<file path="config.mk">
export PLATFORM = sky130hd
export DESIGN_NAME = pix_dual_counter
export DESIGN_NICKNAME = d
export VERILOG_FILES = /design/src/rtl/dpc_pkg.sv /design/src/rtl/dpc_hit_sync.sv /design/src/rtl/dpc_counter_pair.sv /design/src/rtl/dpc_shift_out.sv /design/src/rtl/pix_dual_counter.sv
export SDC_FILE = /design/constraint.sdc
export NUM_CORES = 1
export LEC_CHECK = 0
export BUFFER_PORTS_ARGS = -buffer_cell sky130_fd_sc_hd__buf_2
export CORE_UTILIZATION = 40
export CTS_CLUSTER_SIZE = 25
export DETAILED_ROUTE_END_ITERATION = 7
export PLACE_DENSITY_LB_ADDON = 0.3
export SYNTH_ARGS = -nofsm -noshare
export SYNTH_HDL_FRONTEND = slang
export SYNTH_SLANG_ARGS = --single-unit
</file>
<file path="constraint.sdc">
create_clock -name clk -period 5.95 [get_ports clk]
set_clock_uncertainty 0.15 [all_clocks]
set_input_delay 1.19 -clock clk [delete_from_list [all_inputs] [get_ports clk]]
set_output_delay 1.19 -clock clk [all_outputs]
set_load 0.02 [all_outputs]
</file>
<file path="src/rtl/dpc_pkg.sv">
package dpc_pkg;
    typedef enum logic [1:0] {
        DEPTH_1    = 2'd0,
        DEPTH_4    = 2'd1,
        DEPTH_12   = 2'd2,
        DEPTH_WIDE = 2'd3
    } depth_e;

    typedef enum logic {
        STYLE_SEQ  = 1'b0,
        STYLE_CONT = 1'b1
    } style_e;
endpackage

</file>
<file path="src/rtl/dpc_hit_sync.sv">
// Synchroniser plus rising-edge detector for one discriminator pulse.
module dpc_hit_sync #(
    parameter int STAGES = 2
) (
    input  logic clk,
    input  logic rst_n,
    input  logic hit_i,
    output logic rise_o
);
    typedef struct packed {
        logic [STAGES-1:0] sync;
        logic              prev;
    } sync_t;

    sync_t s_d, s_q;

    always_comb begin
        s_d      = s_q;
        s_d.sync = {s_q.sync[STAGES-2:0], hit_i};
        s_d.prev = s_q.sync[STAGES-1];
    end

    always_ff @(posedge clk or negedge rst_n) begin
        if (!rst_n) s_q <= '0;
        else        s_q <= s_d;
    end

    assign rise_o = s_q.sync[STAGES-1] & ~s_q.prev;
endmodule

</file>
<file path="src/rtl/dpc_counter_pair.sv">
// Two saturating counters with depth select, chaining and read-clear.
module dpc_counter_pair
    import dpc_pkg::*;
#(
    parameter int CNT_W   = 12,
    parameter int SHORT_W = 1,
    parameter int MID_W   = 4
) (
    input  logic             clk,
    input  logic             rst_n,
    input  logic             rise_lo_i,
    input  logic             rise_hi_i,
    input  logic             shutter_i,
    input  logic             cont_i,
    input  logic             sel_i,
    input  logic [1:0]       depth_i,
    input  logic             fast_clr_i,
    input  logic             rd_load_i,
    output logic [CNT_W-1:0] cnt_a_o,
    output logic [CNT_W-1:0] cnt_b_o,
    output logic [1:0]       ovf_o
);
    localparam int WIDE_W = 2 * CNT_W;

    typedef struct packed {
        logic [CNT_W-1:0] a;
        logic [CNT_W-1:0] b;
        logic [1:0]       ovf;
    } pair_t;

    pair_t st_d, st_q;

    logic              wide;
    logic              inc_a, inc_b;
    logic              rd_clr_a, rd_clr_b;
    logic [CNT_W-1:0]  lim;
    logic [WIDE_W-1:0] wide_val;

    always_comb begin
        wide     = (depth_i == DEPTH_WIDE) && (cont_i == STYLE_SEQ);
        inc_a    = shutter_i & rise_lo_i & (cont_i ? ~sel_i : 1'b1);
        inc_b    = shutter_i & (cont_i ? (rise_lo_i & sel_i) : rise_hi_i);
        rd_clr_a = cont_i & rd_load_i & sel_i;
        rd_clr_b = cont_i & rd_load_i & ~sel_i;
        unique case (depth_i)
            DEPTH_1: lim = {{(CNT_W-SHORT_W){1'b0}}, {SHORT_W{1'b1}}};
            DEPTH_4: lim = {{(CNT_W-MID_W){1'b0}}, {MID_W{1'b1}}};
            default: lim = {CNT_W{1'b1}};
        endcase
        wide_val = {st_q.b, st_q.a};

        st_d = st_q;
        if (wide) begin
            if (inc_a) begin
                if (&wide_val) st_d.ovf[0] = 1'b1;
                else           {st_d.b, st_d.a} = wide_val + 1'b1;
            end
        end else begin
            if (inc_a) begin
                if ((st_q.a & lim) == lim) st_d.ovf[0] = 1'b1;
                else                        st_d.a = (st_q.a + 1'b1) & lim;
            end
            if (inc_b) begin
                if ((st_q.b & lim) == lim) st_d.ovf[1] = 1'b1;
                else                        st_d.b = (st_q.b + 1'b1) & lim;
            end
            if (rd_clr_a) begin
                st_d.a      = '0;
                st_d.ovf[0] = 1'b0;
            end
            if (rd_clr_b) begin
                st_d.b      = '0;
                st_d.ovf[1] = 1'b0;
            end
        end
        if (fast_clr_i) st_d = '0;
    end

    always_ff @(posedge clk or negedge rst_n) begin
        if (!rst_n) st_q <= '0;
        else        st_q <= st_d;
    end

    assign cnt_a_o = st_q.a;
    assign cnt_b_o = st_q.b;
    assign ovf_o   = st_q.ovf;
endmodule

</file>
<file path="src/rtl/dpc_shift_out.sv">
// Parallel-load, MSB-first serial readout register.
module dpc_shift_out #(
    parameter int WIDTH = 24
) (
    input  logic             clk,
    input  logic             rst_n,
    input  logic             load_i,
    input  logic             shift_i,
    input  logic [WIDTH-1:0] val_i,
    output logic             dout_o
);
    logic [WIDTH-1:0] sreg_d, sreg_q;

    always_comb begin
        sreg_d = sreg_q;
        if (load_i)       sreg_d = val_i;
        else if (shift_i) sreg_d = {sreg_q[WIDTH-2:0], 1'b0};
    end

    always_ff @(posedge clk or negedge rst_n) begin
        if (!rst_n) sreg_q <= '0;
        else        sreg_q <= sreg_d;
    end

    assign dout_o = sreg_q[WIDTH-1];
endmodule

</file>
<file path="src/rtl/pix_dual_counter.sv">
module pix_dual_counter
    import dpc_pkg::*;
#(
    parameter int CNT_W       = 12,
    parameter int SHORT_W     = 1,
    parameter int MID_W       = 4,
    parameter int SYNC_STAGES = 2
) (
    input  logic       clk,
    input  logic       rst_n,
    input  logic       hit_lo_i,
    input  logic       hit_hi_i,
    input  logic       shutter_i,
    input  logic       cnt_sel_i,
    input  logic       cont_mode_i,
    input  logic [1:0] depth_i,
    input  logic       fast_clr_i,
    input  logic       rd_load_i,
    input  logic       rd_shift_i,
    input  logic       rd_sel_i,
    output logic       rd_dout_o,
    output logic [1:0] ovf_o
);
    localparam int WIDE_W = 2 * CNT_W;
    localparam int N_HIT  = 2;

    logic [N_HIT-1:0]  hit_raw, hit_rise;
    logic [CNT_W-1:0]  cnt_a, cnt_b, src;
    logic [WIDE_W-1:0] rd_word;
    logic              rd_b;

    assign hit_raw = {hit_hi_i, hit_lo_i};

    for (genvar g = 0; g < N_HIT; g++) begin : g_sync
        dpc_hit_sync #(.STAGES(SYNC_STAGES)) u_sync (
            .clk   (clk),
            .rst_n (rst_n),
            .hit_i (hit_raw[g]),
            .rise_o(hit_rise[g])
        );
    end

    dpc_counter_pair #(
        .CNT_W  (CNT_W),
        .SHORT_W(SHORT_W),
        .MID_W  (MID_W)
    ) u_pair (
        .clk       (clk),
        .rst_n     (rst_n),
        .rise_lo_i (hit_rise[0]),
        .rise_hi_i (hit_rise[1]),
        .shutter_i (shutter_i),
        .cont_i    (cont_mode_i),
        .sel_i     (cnt_sel_i),
        .depth_i   (depth_i),
        .fast_clr_i(fast_clr_i),
        .rd_load_i (rd_load_i),
        .cnt_a_o   (cnt_a),
        .cnt_b_o   (cnt_b),
        .ovf_o     (ovf_o)
    );

    always_comb begin
        rd_b = cont_mode_i ? ~cnt_sel_i : rd_sel_i;
        src  = rd_b ? cnt_b : cnt_a;
        unique case (depth_i)
            DEPTH_1: rd_word = {src[SHORT_W-1:0], {(WIDE_W-SHORT_W){1'b0}}};
            DEPTH_4: rd_word = {src[MID_W-1:0], {(WIDE_W-MID_W){1'b0}}};
            DEPTH_12: rd_word = {src, {CNT_W{1'b0}}};
            default: rd_word = cont_mode_i ? {src, {CNT_W{1'b0}}} : {cnt_b, cnt_a};
        endcase
    end

    dpc_shift_out #(.WIDTH(WIDE_W)) u_shift (
        .clk    (clk),
        .rst_n  (rst_n),
        .load_i (rd_load_i),
        .shift_i(rd_shift_i),
        .val_i  (rd_word),
        .dout_o (rd_dout_o)
    );
endmodule

</file>
Word level (Yosys, flattened, before mapping)
Cells that the tools add are included.

storage, ports and cells
  word-level logic and storage cells = 80
  flip-flop bits (word level) = 56
  output and inout port bits = 3

operators by class
  bitwise logic cells = 17
  reduce and logical (&&, ||, !) cells = 13
  multiplexer cells = 27
  $add $sub $neg = 3
  equality and inequality tests = 11

operators by type and width
  operator                                                                 number
  24-bit 2-to-1 mux                                                        6
  24-bit one-hot mux with 3 select lines                                   1
  12-bit 2-to-1 mux                                                        5
  12-bit AND                                                               4
  13-bit 2-to-1 mux                                                        2
  26-bit 2-to-1 mux                                                        1
  12-bit by 1-bit adder with 12-bit output, second input constant          2
  24-bit by 1-bit adder with 24-bit output, second input constant          1
  12-bit == test                                                           2
  12-bit one-hot mux with 2 select lines                                   1
  24-bit AND reduction                                                     1
  4-bit AND reduction                                                      3
  1-bit 2-to-1 mux                                                         11
  1-bit AND                                                                9
  3-bit inequality test, second input constant                             3
  3-bit nonzero test                                                       3
  4-bit by 2-bit inequality test with 1-bit output, second input constant  2
  4-bit nonzero test                                                       2
  2-bit == test, second input constant                                     2
  1-bit inverter                                                           4
  3-bit AND reduction                                                      1
  2-bit by 1-bit == test with 1-bit output, second input constant          1
  2-bit logical NOT                                                        1
  2-bit inequality test, second input constant                             1
  other kinds (2)                                                          2

Depth between registers and ports, before layout
Gate-level depths: netlist (run 1).

  depth after elaboration = 9
  depth in mapped cells = 8
  gate-level depth less buffers = 6

Modules after synthesis
From an unflattened synthesis (run 1), not the netlist that was laid out.

unflattened totals
  cell total of the unflattened synthesis = 359
  area, all modules = 3,449.6 µm²

modules (own cells, without submodules)
  module            area an instance (µm²)  seq. area each (µm²)  cells each  times used
  dpc_counter_pair  1,771.7                 650.6                 196         1
  dpc_shift_out     1,124.8                 600.6                 104         1
  pix_dual_counter  375.4                   0.0                   51          1
  dpc_hit_sync      88.8                    75.1                  4           2

Worst setup path before layout (run 1)
OpenSTA, ideal clock, no wires.

  path type = input -> register
  start point = in rd_load_i
  end point = reg u_pair.st_q, in the netlist u_pair.cnt_b_o[10]
  required time = 5.733 ns
  setup time = 0.067 ns
  arrival time = 2.760 ns
  path buffers = 3
  stages = 7
  path slack = 2.973 ns
  path through = clkbuf_1 and3b_1 clkbuf_1 or3b_1 clkbuf_1 nor4_1 a22o_1

on the way
  longest elaborated chain between the ends = 5
  elaborated cells on any way between the ends = 8

RTL lines
  item                      RTL line                text
  start: declaration        pix_dual_counter.sv:18  input logic rd_load_i,
  1-bit AND * (2 in a row)  dpc_counter_pair.sv:44  rd_clr_b = cont_i & rd_load_i & ~sel_i;
  13-bit 2-to-1 mux         dpc_counter_pair.sv:71  if (rd_clr_b) begin
  24-bit 2-to-1 mux         dpc_counter_pair.sv:53  if (wide) begin
  26-bit 2-to-1 mux         dpc_counter_pair.sv:76  if (fast_clr_i) st_d = '0;
  end signal: assignment    dpc_counter_pair.sv:81  else st_q <= st_d;
  end: declaration          dpc_counter_pair.sv:31  pair_t st_d, st_q;

Mark *: on every way between the ends. The rest lies on a longest branch, timed or not.
A chain may end at the register's enable or synchronous reset.

Worst setup path after layout (run 1)
  start point = in depth_i[1]
  end point = reg u_pair.st_q, in the netlist u_pair.cnt_a_o[0]

on the way
  longest elaborated chain between the ends = 6
  elaborated cells on any way between the ends = 13

RTL lines
  item                                                                           RTL line                text
  start: declaration                                                             pix_dual_counter.sv:16  input logic [1:0] depth_i,
  2-bit by 1-bit == test with 1-bit output or 2-bit logical NOT (tied branches)  dpc_counter_pair.sv:45  unique case (depth_i)
  12-bit one-hot mux with 2 select lines                                         dpc_counter_pair.sv:45
  12-bit AND                                                                     dpc_counter_pair.sv:60  if ((st_q.a & lim) == lim) st_d.ovf[0] = 1'b1;
  12-bit == test                                                                 dpc_counter_pair.sv:60
  4-bit by 2-bit inequality test with 1-bit output (no line)                     n/a
  4-bit AND reduction (no line)                                                  n/a

Several ways; a longest one is shown, not always the timed one.

==> results of run 1 <==
[power by group through the flow]
| stage | logic [mW] | clock network, mW | registers (mW) |
|---|---|---|---|
| 2_1_floorplan | 0.0953 | 0 | 0.411 |
| 3_3_place_gp | 0.111 | 0 | 0.429 |
| 3_5_place_dp | 0.112 | 0 | 0.429 |
| 4_1_cts | 0.113 | 0.221 | 0.422 |
| 5_1_grt | 0.126 | 0.233 | 0.426 |
| 6_report | 0.113 | 0.214 | 0.423 |
[routing by layer]
metal / vias up / track usage [%] / share of wire, %
li1: 1401 / - / -
met1: 1457 / 30.7 / 48
met2: 92 / 31.6 / 46
met3: 9 / 3.03 / 5.5
met4: 0 / 3.91 / 1.0
met5: - / 0 / 0
[area by class of cell]
type | instances | area, µm² | area share (%)
multi-input cells | 272 | 1930 | 52.7
well taps | 105 | 131 | 3.59
inverters | 7 | 26.3 | 0.717
repair buffers | 16 | 82.6 | 2.25
clock buffers | 8 | 90.1 | 2.46
flip-flops and latches | 56 | 1400 | 38.3
[registers in the layout (all words and copies together) (netlist names)]
signal	cells
u_pair.ovf_o	2
u_pair.cnt_b_o	12
g_sync.u_sync.s_d	4
u_pair.cnt_a_o	12
u_shift.sreg_q	24
g_sync.u_sync.s_q	2
[critical path: cells and delay by family]
family / cells / cell delay, ps
buffers and inverters: 1 / 280
multiplexers: 1 / 390
AND/OR/NAND/NOR: 1 / 510
AO/OA/AOI/OAI: 2 / 1510
[stage by stage]
step | setup WS (ps) | cell area, µm² | hold slack [ps] | cells
floorplan | 2970 | 3480 | 181 | 363
global placement | 1920 | 3570 | 185 | 456
detailed placement | 1850 | 3570 | 191 | 456
CTS | 2180 | 3660 | 213 | 464
global route | 1930 | 3660 | 226 | 464
finish | 2110 | 3660 | 210 | 464
[cells by family after synthesis]
| group | share of synthesized area (%) |
|---|---|
| simple gates | 20.7 |
| compound gates | 22.9 |
| flops | 40.3 |
| mux | 11.2 |
| buf+inv | 4.21 |
| fa+ha+maj | 0.719 |
[layout by cell type, fill, tap and decap left out, types with 3 or more instances in the layout]
master / n
a211oi_1: 8
a21oi_1: 15
a22o_1: 3
a2bb2oi_1: 4
a31oi_1: 17
a41oi_1: 5
and3_1: 9
and3b_1: 3
buf_2: 15
clkbuf_8: 6
dfrtp_1: 56
inv_1: 7
mux2_2: 6
mux2i_1: 30
nand2_1: 21
nand2b_1: 6
nand3_1: 22
nand4_1: 5
nor2_1: 17
nor2b_1: 4
nor3_1: 8
nor4_1: 5
o211ai_1: 6
o21a_1: 6
o21ai_0: 15
o22ai_1: 9
o31ai_1: 3
o41ai_1: 3
[final timing paths]
kind                                               from                 endpoint  slack (ps)
worst max-delay path                         depth_i[1]        u_pair.cnt_a_o[0]        2110
worst min-delay path            g_sync[0].u_sync.s_d[2]  g_sync[0].u_sync.s_d[0]         210
worst max register to register        u_pair.cnt_a_o[6]        u_pair.cnt_a_o[0]        3060
worst min register to register  g_sync[0].u_sync.s_d[2]  g_sync[0].u_sync.s_d[0]         210
max in group asynchronous                         rst_n       u_pair.cnt_a_o[10]        4290
min in group asynchronous                         rst_n       u_shift.sreg_q[20]         870
==> impl_metrics.ini, run 1 <==
[clock_network]
root_buffer = clkbuf_8
post_cts_buffers = 0
clkLatencyLatePin_ps = 300
cts_sinks = 56
cts_buffer_depth = 2
cts_buffers = 5
cts_hold_buf = 0
tritoncts = yes
clkTransAtPathRegs_ps = 90
cts_max_level = 2
cts_resized = 0

[critical_path]
crit_path_start_kind = input port
crit_path_cell_trace = buf_2, nand3b_1, a41oi_1, a2bb2oi_2, mux2_2
cpPeakStageDelay_ps = 990
required_ps = 5990
path_max_fanout = 20
rr_worst_depth = 5
crit_arrival_ps = 3880
path_class = input port to flip-flop
end_kind = flip-flop
cp_slowest_cell = a41oi_1

[grt]
grt_overflow = 0
antenna_found_initial = 0
track_usage_pct = 20.6
grt_pass1_wl_um = 14600
grt_pass1_vias = 2797
grt_max_degree = 57

[power_and_ir_drop]
finalPower_mw = 0.749
combPwrFrac_pct = 15.1
seq_power_share_pct = 56.4
clkPwrFrac_pct = 28.5
p_sw_mw = 0.215
switching_share_pct = 28.7
powerDensity_mw_per_mm2 = 205
internal_power_mw = 0.534
leakage_nw = 1.55
ir_drop_uv = 92.0

[finish]
finalNetCount = 373
finish.utilization_pct = 44.1
antenna_cells = 0
drive_gt1_share_pct = 11.4
fillers = 806
area_growth_pct = 5.29

[timing]
hold_viol = 0
fmax_mhz = 260
finalCriticalPeriod_ps = 3840
layout_worst_path_cycle_share_pct = 64.5
tightest_slew_ps = 1040
final_max_slew_viol_count = 0
tns_ps = 0
finalSetupViolations = 0
maxSlewHeadroom_pct = 29.5
grt_setup_unrepaired = false

[logic_synthesis]
ys_types = 62
yosys_register_bits = 56
synth_common_cells = dfrtp_1 (56), mux2i_1 (30), nand3_1 (22)
synth_top_cell_area_share_pct = 40.3
syn_area_per_cell_um2 = 9.59
synth_area_leaders = dfrtp_1 (40%), mux2i_1 (8.6%), nand3_1 (3.2%), a31oi_1 (3.1%), nand2_1 (2.3%)
synthArstFlopShare_pct = 100
synth.most_common_cell = dfrtp_1
synth-edff-count = 0
netlist_instances = 363
ys_warn_count = 0
syn_nets = 378
ys_dominant_reg_cell = dfrtp_1
ys_seq_area_share_pct = 40.3
syn_area_mm2 = 0.00348
synth_area_leader_cell = dfrtp_1

[route]
drt_iter0_drc = 280
drt-pass1-iter-count = 5
num_vias = 2959
drc = 0
antenna_violating_nets_post_route = 0
wirelength_um = 8910
routedWlPerCell_um = 19.2
vias_per_cell = 6.38

[place]
gp_congestion = 0.826
io_buffers = 15
place_hpwl_um = 6130

[die]
io_pins = 16
rows = 33
core_area_mm2 = 0.00830
die_height_um = 95.3
start_util_pct = 41.9
chipWidth_um = 95.3
die_area_mm2 = 0.00908

[worst_hold_path]
hold_class = flip-flop to flip-flop
whs_path_depth = 0

[run]
cap_violations = 0

[status]
status = finished, final reports clean
Power figures use the tool's default switching activity.
==> inputs of run 2 (changes only) <==
--- a/config.mk
+++ b/config.mk
@@ -5,6 +5,7 @@
 export SDC_FILE = /design/constraint.sdc
 export NUM_CORES = 1
 export LEC_CHECK = 0
+export ABC_AREA = 1
 export BUFFER_PORTS_ARGS = -buffer_cell sky130_fd_sc_hd__buf_2
 export CORE_UTILIZATION = 40
 export CTS_CLUSTER_SIZE = 25
==> constraint.sdc (replaced) <==
create_clock -name clk -period 3.3 [get_ports clk]
set_clock_uncertainty 0.15 [all_clocks]
set_input_delay 0.66 -clock clk [delete_from_list [all_inputs] [get_ports clk]]
set_output_delay 0.66 -clock clk [all_outputs]
set_load 0.02 [all_outputs]
==> run 2 against run 1 <==
Sequential power increased by 81%. Clock power rose by 120%. Combinational power rose by 120%. Area after synthesis rose by 11%. Highest routed layer unchanged.
==> impl_metrics.ini, run 2 <==
[clock_network]
cts_hold_buf = 0
cts_resized = 0
cts_max_level = 2
cts_buffers = 5
clkTransAtPathRegs_ps = 100
root_buffer = clkbuf_8
cts_sinks = 56
cts_buffer_depth = 2
post_cts_buffers = 0
clkLatencyLatePin_ps = 310
tritoncts = yes

[grt]
grt_pass1_wl_um = 18400
antenna_found_initial = 0
grt_max_degree = 39
track_usage_pct = 23.3
grt_overflow = 0
grt_pass1_vias = 3611

[timing]
finalSetupViolations = 0
final_max_slew_viol_count = 0
fmax_mhz = 419
tns_ps = 0
maxSlewHeadroom_pct = 42.4
layout_worst_path_cycle_share_pct = 72.4
hold_viol = 0
grt_setup_unrepaired = false
finalCriticalPeriod_ps = 2390
tightest_slew_ps = 864

[critical_path]
rr_worst_depth = 9
crit_path_start_kind = input port
crit_buf_inv = 2
end_kind = flip-flop
path_class = input port to flip-flop
cp_slowest_cell = nor2_2
cpPeakStageDelay_ps = 360
required_ps = 3410
crit_path_cell_trace = buf_2, nand2_4, nor2_4, inv_2, nand3_1, nand2_1, nor2_2, nand3_1, nand2_1
worst-path-stages = 9
path_max_fanout = 21
crit_arrival_ps = 2500
critical_path.top_delay_family = simple AND/OR/NAND/NOR gates

[place]
gp_congestion = 0.934
placed_cells = 701
place_hpwl_um = 8070
io_buffers = 15
placed_area_mm2 = 0.00399

[logic_synthesis]
synthArstFlopShare_pct = 100
synth-edff-count = 0
ys_seq_area_share_pct = 36.2
synth.most_common_cell = nand2_1
yosys_register_bits = 56
ys_warn_count = 0
synth_area_leaders = dfrtp_1 (36%), nand2_1 (18%), nand3_1 (7.1%), nor2_1 (5.5%), inv_1 (5.0%)
ys_types = 36
synth_area_leader_cell = dfrtp_1
syn_area_mm2 = 0.00387
syn_nets = 595
synth_top_cell_area_share_pct = 36.2
ys_dominant_reg_cell = dfrtp_1
netlist_instances = 580
synth_common_cells = nand2_1 (188), nor2_1 (57), dfrtp_1 (56)
syn_area_per_cell_um2 = 6.68

[finish]
antenna_cells = 0
stdcell_count = 709
largest_register_ffs = 24
area_growth_pct = 5.91
final_common_cell = nand2_1
final_cell_mix = nand2_1 (188), nor2_1 (57), dfrtp_1 (56), nand3_1 (55), inv_1 (52)
drive_gt1_share_pct = 8.28
postLayoutCellArea_mm2 = 0.00410
regMostFlops = u_shift.sreg_q
finish.utilization_pct = 44.0
finalNetCount = 594

[worst_hold_path]
whs_path_depth = 0
hold_class = flip-flop to flip-flop

[route]
drt_iter0_drc = 327
antenna_violating_nets_post_route = 0
vias_per_cell = 5.44
wirelength_um = 10800
drt-pass1-iter-count = 5
num_vias = 3859
routedWlPerCell_um = 15.2
drc = 0

[die]
io_pins = 16
core_area_mm2 = 0.00933
die_area_mm2 = 0.0101
start_util_pct = 41.5
chipWidth_um = 100
die_height_um = 100
rows = 35

[power_and_ir_drop]
powerDensity_mw_per_mm2 = 360
leakage_nw = 1.85
finalPower_mw = 1.48
ir_drop_uv = 236

[run]
cap_violations = 0

[status]
status = finished, final reports clean
## run 2: cell types whose count changed in the layout (fill, tap and decap cells not counted), sizes merged, moves of 23 or more
cell and change:
inv +50, mux2i -30, nand2 +170, nand3 +36
nor2 +51, o21ai +23
## run 2: worst paths after layout
check	from	endpoint	slack, ps
setup / recovery	depth_i[1]	u_pair.cnt_b_o[5]	910
hold reg to reg	g_sync[1].u_sync.s_d[2]	g_sync[1].u_sync.s_d[0]	220
setup reg to reg	u_pair.cnt_b_o[0]	u_pair.cnt_b_o[1]	1050
hold / removal	g_sync[1].u_sync.s_d[2]	g_sync[1].u_sync.s_d[0]	220
min in group asynchronous	rst_n	u_pair.cnt_b_o[6]	300
max in group asynchronous	rst_n	u_pair.cnt_a_o[1]	1920
## run 2: metal layers
| layer | global-route usage (%) | vias to the layer above | part of all wire (%) |
|---|---|---|---|
| met4 | 4.57 | 0 | 0.69 |
| met1 | 32.7 | 1810 | 46 |
| met2 | 38.3 | 129 | 47 |
| met3 | 3.41 | 8 | 6.4 |
| li1 | - | 1912 | - |
| met5 | 0 | - | 0 |
## run 2: area by class of cell
class / instances / area (µm²)
Inverter: 57 / 214
Clock buffer: 6 / 72.6
Tap cell: 129 / 161
Sequential cell: 56 / 1400
Multi-Input combinational cell: 441 / 2120
Timing Repair Buffer: 18 / 97.6
Clock inverter: 2 / 38.8
Fill cell: 974 / 5230
## run 2: through the flow
step / setup slack, ps / hold slack, ps
3_3_place_gp: 611 / 192
2_1_floorplan: 1350 / 181
5_1_grt: 694 / 224
6_report: 911 / 217
4_1_cts: 926 / 220
3_5_place_dp: 589 / 195
## run 2: cell families after synthesis
group,Yosys count,synth area share [%]
xor+xnor,5,1.13
fa+ha+maj,2,0.646
flops,56,36.2
buf+inv,83,9.18
compound gates,92,13.9
simple gates,342,39.0
## run 2: report_power, final
group / switching (mW) / total [mW] / internal, mW
combinational: 0.173 / 0.245 / 0.0714
clock: 0.237 / 0.467 / 0.230
sequential: 0.0393 / 0.767 / 0.728
total: 0.449 / 1.48 / 1.03
==> inputs of run 3 (changes only) <==
==> constraint.sdc (replaced) <==
create_clock -name clk -period 2.05 [get_ports clk]
set_clock_uncertainty 0.15 [all_clocks]
set_input_delay 0.41 -clock clk [delete_from_list [all_inputs] [get_ports clk]]
set_output_delay 0.41 -clock clk [all_outputs]
set_load 0.02 [all_outputs]
==> run 3 against run 2 <==
Design area increased by 9.5%. Combinational power increased by 110%. Register-to-register slack got worse by 930 ps. Routed wire length increased by 9.2%. Sequential power increased by 59%. Non-clock buffer count increased by 42. Utilization increased by 4.2 points. Die area unchanged.
==> impl_metrics.ini, run 3 (synthesis results as in run 2) <==
[critical_path]
required_ps = 2170
startpoint = u_pair.cnt_b_o[1]
rr_worst_depth = 10
crit_arrival_ps = 2040
path_class = flip-flop to flip-flop
rrSetupSlack_ps = 120
end_kind = flip-flop
crit_path_start_kind = flip-flop
path_max_fanout = 12
r2r_start = u_pair.cnt_b_o[1]

[power_and_ir_drop]
finalPower_mw = 2.40
leakage_nw = 2.07
ir_drop_uv = 315
powerDensity_mw_per_mm2 = 534

[place]
placed_area_mm2 = 0.00429
placed_cells = 736
io_buffers = 15
gp_congestion = 1.01
place_hpwl_um = 8860
dp_slack_ps = -154

[die]
die_area_mm2 = 0.0101
chipWidth_um = 100
rows = 35
core_area_mm2 = 0.00933
io_pins = 16
start_util_pct = 41.5
die_height_um = 100

[timing]
tightest_slew_ps = 559
fin_ws_ps = 123
final_max_slew_viol_count = 0
hold_viol = 0
maxSlewHeadroom_pct = 62.7
finalCriticalPeriod_ps = 1930
tns_ps = 0
fmax_mhz = 519
finalSetupViolations = 0
layout_worst_path_cycle_share_pct = 94.0

[clock_network]
tritoncts = yes
root_buffer = clkbuf_8
cts_sinks = 56
cts_buffer_depth = 2
cts_buffers = 5
clkLatencyLatePin_ps = 320
cts_max_level = 2
clkTransAtPathRegs_ps = 110

[grt]
grt_pass1_wl_um = 19200
grt_overflow = 0
grt_max_degree = 37
track_usage_pct = 24.3
grt_pass1_vias = 3803
antenna_found_initial = 0

[finish]
antenna_cells = 0
finalNetCount = 636
drive_gt1_share_pct = 15.6
area_growth_pct = 16.0
regMostFlops = u_shift.sreg_q
final_common_cell = nand2_1
largest_register_ffs = 24
stdcell_count = 751
final_cell_mix = nand2_1 (188), dfrtp_1 (56), nand3_1 (54), nor2_1 (54), inv_1 (52)
postLayoutCellArea_mm2 = 0.00449

[route]
vias_per_cell = 5.46
drt_iter0_drc = 384
drt-pass1-iter-count = 6
drc = 0
routedWlPerCell_um = 15.7
wirelength_um = 11800
num_vias = 4097
antenna_violating_nets_post_route = 0

[worst_hold_path]
hp-start = hit_hi_i
whs_path_depth = 1
hold_class = input port to flip-flop

[run]
cap_violations = 0

[status]
status = finished, final reports clean
==> run 3: critical path: stages, from the launching register on <==
cell and delay (ps):
dfrtp_1 450, ha_2 250, inv_1 70, nor2_2 150
nand2_2 120, nor2_1 120, nand4_1 100, nand4_1 160
buf_12 160, nand2_1 50, nand2_1 70
==> run 3: timing repair <==
action / in CTS / in global routing
pin swaps: 1 / 1
resized for setup: 2 / 8
setup buffers: 3 / 3
setup endpoints to repair: 17 / 24
gates cloned: 0 / 0
hold endpoints to repair: 20 / 0
hold buffers: 1 / 0
==> run 3: layout make-up <==
| class | instances | area [µm²] |
|---|---|---|
| inverter | 57 | 214 |
| clock inverter | 3 | 25.0 |
| fill | 957 | 4830 |
| clock buffer | 5 | 68.8 |
| sequential | 56 | 1400 |
| tap | 129 | 161 |
| timing repair buffer | 60 | 465 |
| multi-input combinational | 441 | 2160 |
==> run 3: final timing paths <==
check,endpoint
setup / recovery,u_pair.cnt_b_o[1]
hold / removal,g_sync[1].u_sync.s_d[2]
setup reg to reg,u_pair.cnt_b_o[1]
hold reg to reg,g_sync[1].u_sync.s_d[0]
max in group asynchronous,u_pair.cnt_a_o[2]
min in group asynchronous,u_pair.cnt_b_o[7]
==> run 3: metal layers <==
layer  track usage [%]  part of all wire [%]  vias to the layer above  wire (µm)
met1              34.9                    46                     1906       5470
met3              2.23                   6.7                       25        794
li1                  -                     -                     1988          -
met2              39.5                    45                      178       5320
met5                 0                     0                        -          0
met4              5.80                   1.7                        0        206
==> run 3: power by group <==
group	internal (mW)	switching (mW)	leakage (nW)
combinational	0.184	0.321	1.29
clock	0.251	0.419	0.0452
sequential	1.17	0.0522	0.738
total	1.61	0.792	2.07
==> run 3: metrics by stage <==
stage	hold slack, ps	utilization, %
2_1_floorplan	-35.6	-
3_3_place_gp	191	46.0
3_5_place_dp	186	46.0
4_1_cts	38.6	47.6
5_1_grt	33.7	48.2
6_report	45.7	48.2
